### src/rtl/splat_pkg.sv
package splat_pkg;

  // Decoded control fields of one broadcast instruction
  typedef struct packed {
    logic [1:0] size;     // log2 of lane width in bytes
    logic       merge;    // 1: inactive lanes keep old data
    logic       shift;    // 1: constant shifted left by 8
    logic [7:0] imm8;     // raw signed constant
    logic       undef;    // reserved size/shift pair
    logic       nomatch;  // fixed bits do not match
  } splat_ctl_t;

  // Fixed bits that identify the operation
  function automatic logic fixed_fields_ok(input logic [31:0] w);
    return (w[31:24] == 8'h05) && (w[21:20] == 2'b01) && !w[15];
  endfunction

  // Constant as a 64-bit two's complement value
  function automatic logic [63:0] splat_imm(input logic [7:0] imm8, input logic shift);
    logic [63:0] ext;
    ext = {{56{imm8[7]}}, imm8};
    return shift ? (ext << 8) : ext;
  endfunction

endpackage

### src/rtl/splat_decode.sv
module splat_decode
  import splat_pkg::*;
(
  input  logic [31:0] instr,
  output splat_ctl_t  ctl
);
  // Register-number fields are handled outside this unit
  logic unused_regnums;
  assign unused_regnums = ^{instr[19:16], instr[4:0]};

  always_comb begin
    ctl.size    = instr[23:22];
    ctl.merge   = instr[14];
    ctl.shift   = instr[13];
    ctl.imm8    = instr[12:5];
    ctl.undef   = (instr[23:22] == 2'd0) && instr[13];
    ctl.nomatch = !fixed_fields_ok(instr);
  end
endmodule

### src/rtl/splat_pred_expand.sv
module splat_pred_expand #(
  parameter int NBYTES = 32
) (
  input  logic [NBYTES-1:0] pred,
  input  logic [1:0]        size,
  output logic [NBYTES-1:0] byte_act
);
  // Each byte takes the predicate bit at the lowest byte of its lane
  for (genvar b = 0; b < NBYTES; b++) begin : g_byte
    localparam int LEAD1 = b - (b % 2);
    localparam int LEAD2 = b - (b % 4);
    localparam int LEAD3 = b - (b % 8);
    assign byte_act[b] = (size == 2'd0) ? pred[b]     :
                         (size == 2'd1) ? pred[LEAD1] :
                         (size == 2'd2) ? pred[LEAD2] : pred[LEAD3];
  end
endmodule

### src/rtl/splat_lanes.sv
module splat_lanes #(
  parameter int NBYTES = 32
) (
  input  logic [8*NBYTES-1:0] dest,
  input  logic [NBYTES-1:0]   byte_act,
  input  logic [63:0]         imm64,
  input  logic [1:0]          size,
  input  logic                merge,
  input  logic                wr_en,
  output logic [8*NBYTES-1:0] res
);
  for (genvar b = 0; b < NBYTES; b++) begin : g_byte
    localparam int POS1 = b % 2;
    localparam int POS2 = b % 4;
    localparam int POS3 = b % 8;
    logic [7:0] imm_byte;
    logic [7:0] idle_byte;
    // Which byte of the constant lands here depends on lane width
    assign imm_byte  = (size == 2'd0) ? imm64[7:0]         :
                       (size == 2'd1) ? imm64[8*POS1 +: 8] :
                       (size == 2'd2) ? imm64[8*POS2 +: 8] : imm64[8*POS3 +: 8];
    assign idle_byte = merge ? dest[8*b +: 8] : 8'h00;
    assign res[8*b +: 8] = !wr_en      ? dest[8*b +: 8] :
                           byte_act[b] ? imm_byte       : idle_byte;
  end
endmodule

### src/rtl/vec_imm_splat.sv
module vec_imm_splat
  import splat_pkg::*;
#(
  parameter int VLEN = 256
) (
  input  logic              clk,
  input  logic              rst,
  input  logic              in_valid,
  input  logic [31:0]       instr,
  input  logic [VLEN-1:0]   dest_vec,
  input  logic [VLEN/8-1:0] pred,
  output logic              out_valid,
  output logic [VLEN-1:0]   out_vec,
  output logic              out_undef,
  output logic              out_nomatch
);
  localparam int NBYTES = VLEN / 8;

  if ((VLEN % 128) != 0 || VLEN < 128 || VLEN > 2048) begin : g_bad_vlen
    $error("VLEN must be a multiple of 128 within 128..2048");
  end

  splat_ctl_t        ctl;
  logic [63:0]       imm64;
  logic [NBYTES-1:0] byte_act;
  logic              dec_fault;
  logic              wr_en;
  logic [VLEN-1:0]   next_vec;

  splat_decode u_decode (
    .instr (instr),
    .ctl   (ctl)
  );

  assign imm64     = splat_imm(ctl.imm8, ctl.shift);
  assign dec_fault = ctl.undef | ctl.nomatch;
  assign wr_en     = !dec_fault;

  splat_pred_expand #(.NBYTES(NBYTES)) u_pred (
    .pred     (pred),
    .size     (ctl.size),
    .byte_act (byte_act)
  );

  splat_lanes #(.NBYTES(NBYTES)) u_lanes (
    .dest     (dest_vec),
    .byte_act (byte_act),
    .imm64    (imm64),
    .size     (ctl.size),
    .merge    (ctl.merge),
    .wr_en    (wr_en),
    .res      (next_vec)
  );

  always_ff @(posedge clk) begin
    if (rst) begin
      out_valid   <= 1'b0;
      out_vec     <= '0;
      out_undef   <= 1'b0;
      out_nomatch <= 1'b0;
    end else begin
      out_valid <= in_valid;
      if (in_valid) begin
        out_vec     <= next_vec;
        out_undef   <= ctl.undef;
        out_nomatch <= ctl.nomatch;
      end
    end
  end
endmodule

### config.mk
export PLATFORM = sky130hd
export DESIGN_NAME = vec_imm_splat
export DESIGN_NICKNAME = d
export VERILOG_FILES = /design/src/rtl/splat_pkg.sv /design/src/rtl/splat_decode.sv /design/src/rtl/splat_pred_expand.sv /design/src/rtl/splat_lanes.sv /design/src/rtl/vec_imm_splat.sv
export SDC_FILE = /design/constraint.sdc
export NUM_CORES = 1
export LEC_CHECK = 0
export BUFFER_PORTS_ARGS = -buffer_cell sky130_fd_sc_hd__clkbuf_2
export CAP_MARGIN = 20
export CORE_AREA = 2 2 227 229
export CTS_CLUSTER_SIZE = 14
export DETAILED_ROUTE_END_ITERATION = 12
export DIE_AREA = 0 0 229 231
export PLACE_DENSITY_LB_ADDON = 0.08
export SLEW_MARGIN = 20
export SYNTH_ARGS = -nofsm -noshare
export SYNTH_HDL_FRONTEND = slang
export SYNTH_SLANG_ARGS = --single-unit
### constraint.sdc
create_clock -name clk -period 6.4 [get_ports clk]
set_clock_uncertainty 0.15 [all_clocks]
set_input_delay 1.28 -clock clk [delete_from_list [all_inputs] [get_ports clk]]
set_output_delay 1.28 -clock clk [all_outputs]
set_load 0.01 [all_outputs]
==> results.md <==
* Clock Power Share at 45.4%
* Overflow left after global routing at 0
* Final Cycle Share at 62.93%
* Post-Synth Simple-Gate Area at 16.21%
* Commonest non-fill, non-tap cell in the layout: clkbuf_2
* Max-Cap Viols at 0
* Buf/Inv on CP at 2
* Hold Vio Cnt, Final at 0
* Post-CTS setup buffer count at 0
* Routability cong. at 0.8209
* DP HPWL at 49,560 um
* Pins Over Slew Limit at 0
* Setup WS pre-CTS at 1.807 ns
* Mux cell area share after synthesis at 2.410%
* Sequential cell fraction of total power at 38.4%
* CP max stage delay at 0.70 ns
* Slowest CP cell: nand2b_4
* Min-delay worst type: flop to flop
* Clock buffer depth at 3
* Req. time, crit path at 6.68 ns
* Vias in the first global route at 13.97k
* Routed Antenna Nets at 0
* Synth warn at 0
* IO Pins at 582
* Seq/Total Area, Yosys at 41.27%
* Leak at 7.556 nW
* DR pass1 iterations at 5
* CP endpoint kind: flop
* Endpoints failing setup at 0
* Root buf cell: clkbuf_16
* Routed WL per cell at 25.06 um
* Distinct cells, synth at 67
* Layout cells sized above 1 at 35.03%
* Clock latency on the worst-skew pair at 0.54 ns
* Adder-Cell Fraction of Synth Area at 0%
* CTS hold repair buffers at 0
* Largest fanout on the critical path at 76
* Clock transition at path regs at 0.06 ns
* Status: finished clean
* Synthesized-area fraction occupied by xor and xnor cells at 0.1992%
* Final wirelength at 67,100 um
* DRT iter0 DRCs at 872
* Fmax at 0.2483 GHz
* Vias after detailed routing at 13.93k
* CTS HTree Levels at 2
* Worst-path cell chain: clkbuf_2 > or3b_4 > and4_2 > nand2b_4 > buf_4 > a21oi_1 > a311oi_1
* Sw Pwr at 0.001327 W
* Crit path DAT at 4.31 ns
* Port bufs at 572
* CTS tree: built
* Flip-flop and latch count after synthesis at 259
* CP Launch Type: input port
* WS Path Type: input port to flop
* RSZ-0062 raised after global routing: false
* Core Footprint at 50,680 um^2
* DRC errors left at 0
* Int Power at 0.003330 W
* Synthesized Nets at 1,793
* Final worst setup slack at 2.372 ns
* Complex-gate fraction of the synthesized area at 34.37%
* Family with the most delay on the worst path: simple AND/OR/NAND/NOR gates
* Switching share of power at 28.49%
* Vias per cell at 5.204
* Peak VDD IR at 157.5 uV
* Area delta synth->final at 35.48%
* Main combinational cell family by area after synthesis: compound AO/OA/AOI/OAI gates
* Gate count after technology mapping at 1,470
* Row Count at 83
* TritonCTS buffer count at 35
* Sink Count at 259
* Mean post-synth cell area at 8.546 um^2
* Post-cts sizing count at 0
* Fin crit period at 4.028 ns
* Chip Height at 231 um
* Die X at 229 um
* Power per cell area at 273.6 nW/um^2
* Initial antenna violation count at 16
* Main flop type after synthesis: dfxtp_1
* Most frequent cells in the layout: clkbuf_2 (570), dfxtp_1 (259), a21oi_1 (152)
* Worst rel slew slack at 24.45%
* Post-synth EDFFs at 0
* Post-Syn Area at 12,560 um^2
* First-pass GRT wire length at 95,390 um
* Ys async rst share at 0%
* Layout Nets at 2,287
* Largest net degree at the start of global routing at 133
* Post-route setup TNS at 0 ns
* Full die area at 52,900 um^2
* Overall Global Routing Usage at 24.15%
* Worst-Margin Slew at 1.131 ns
* Gate power share at 16.2%
* Initial Util at 24.79%
[flip-flops by register name (all words and copies together), names as in the netlist]
register	count
out_vec	256
out_valid	1
out_nomatch	1
out_undef	1
[kinds of logic after synthesis]
group / count (synthesis)
compound gates: 609
simple gates: 430
flops: 259
buf+inv: 141
mux: 29
xor+xnor: 2
[per-stage QoR]
step                      cell area, um^2  util [%]  total power [W]  hold slack, ns  std cells
final                               17020     33.58         0.004657          0.3257       2677
after global routing                17020     33.58         0.004850          0.3438       2676
after floorplan                     12560         -         0.002196          0.3453       1470
after detailed placement            15770     31.11         0.002584          0.3140       2607
after CTS                           17000     33.55         0.004714          0.3257       2670
after global placement              15770     31.11         0.002577          0.3123       2607
[power groups by stage]
| stage | registers (W) | logic [W] | clock network [W] |
|---|---|---|---|
| after floorplan | 0.00186 | 0.000331 | 0 |
| after global placement | 0.00182 | 0.000760 | 0 |
| after detailed placement | 0.00182 | 0.000763 | 0 |
| after CTS | 0.00179 | 0.000766 | 0.00216 |
| after global routing | 0.00180 | 0.000820 | 0.00223 |
| final | 0.00179 | 0.000757 | 0.00211 |
[cell usage after synthesis, drive strengths merged (6+ instances only)]
master | count | area (um^2)
dfxtp | 259 | 5185
a21oi | 154 | 785.8
nor2 | 145 | 551.8
nand2 | 118 | 475.5
o21bai | 87 | 653.1
clkbuf | 85 | 319.1
nor3 | 77 | 385.4
a311oi | 67 | 593.1
a211oi | 61 | 457.9
o22ai | 60 | 375.4
buf | 47 | 342.8
o21ai | 44 | 220.2
a221o | 33 | 330.3
nand2b | 29 | 183.9
a221oi | 28 | 301.5
mux2i | 19 | 190.2
a22oi | 18 | 135.1
o211ai | 14 | 120.1
and3 | 11 | 68.82
a31oi | 10 | 68.81
and2 | 10 | 65.06
mux2 | 10 | 112.6
o21a | 10 | 75.07
nor2b | 9 | 56.30
inv | 8 | 30.03
nor3b | 8 | 65.06
o31ai | 8 | 60.06
nor4 | 6 | 50.04
o2111ai | 6 | 52.55
[layer usage]
layer | part of all wire, % | routed length [um] | vias to the layer above | GRT usage, %
li1 | - | - | 6583 | -
met1 | 42 | 28140 | 6717 | 29.40
met2 | 49 | 32820 | 507 | 41.77
met3 | 6.8 | 4574 | 105 | 6.621
met4 | 2.2 | 1449 | 18 | 6.473
met5 | 0.16 | 104 | - | 0
[worst reg2reg max path, cell delays in order, from the launching register on]
cell and delay [ns]:
dfxtp_1 0.37, nor2_1 0.06, nor2_1 0.08, o21ai_0 0.09
a211oi_1 0.26
[final cells by class]
| cell class | count | area (um^2) |
|---|---|---|
| antenna | 7 | 17.52 |
| clock buffer | 53 | 1106 |
| clock inverter | 10 | 128.9 |
| fill | 5544 | 33660 |
| inverter | 9 | 33.78 |
| multi-input combinational | 1070 | 6690 |
| sequential | 259 | 5185 |
| tap | 680 | 850.8 |
| timing repair buffer | 589 | 3007 |
[final timing paths]
| kind | end | cells after the start | start | slack, ns |
|---|---|---|---|---|
| max | out_vec[197]$_SDFFE_PP0P_ | 7 | instr[22] | 2.37 |
| min | out_vec[37]$_SDFFE_PP0P_ | 2 | out_vec[37]$_SDFFE_PP0P_ | 0.33 |
| max reg2reg | out_vec[46]$_SDFFE_PP0P_ | 4 | out_vec[46]$_SDFFE_PP0P_ | 5.30 |
| min reg2reg | out_vec[37]$_SDFFE_PP0P_ | 2 | out_vec[37]$_SDFFE_PP0P_ | 0.33 |
No activity file was read; power rests on OpenSTA's default activity.
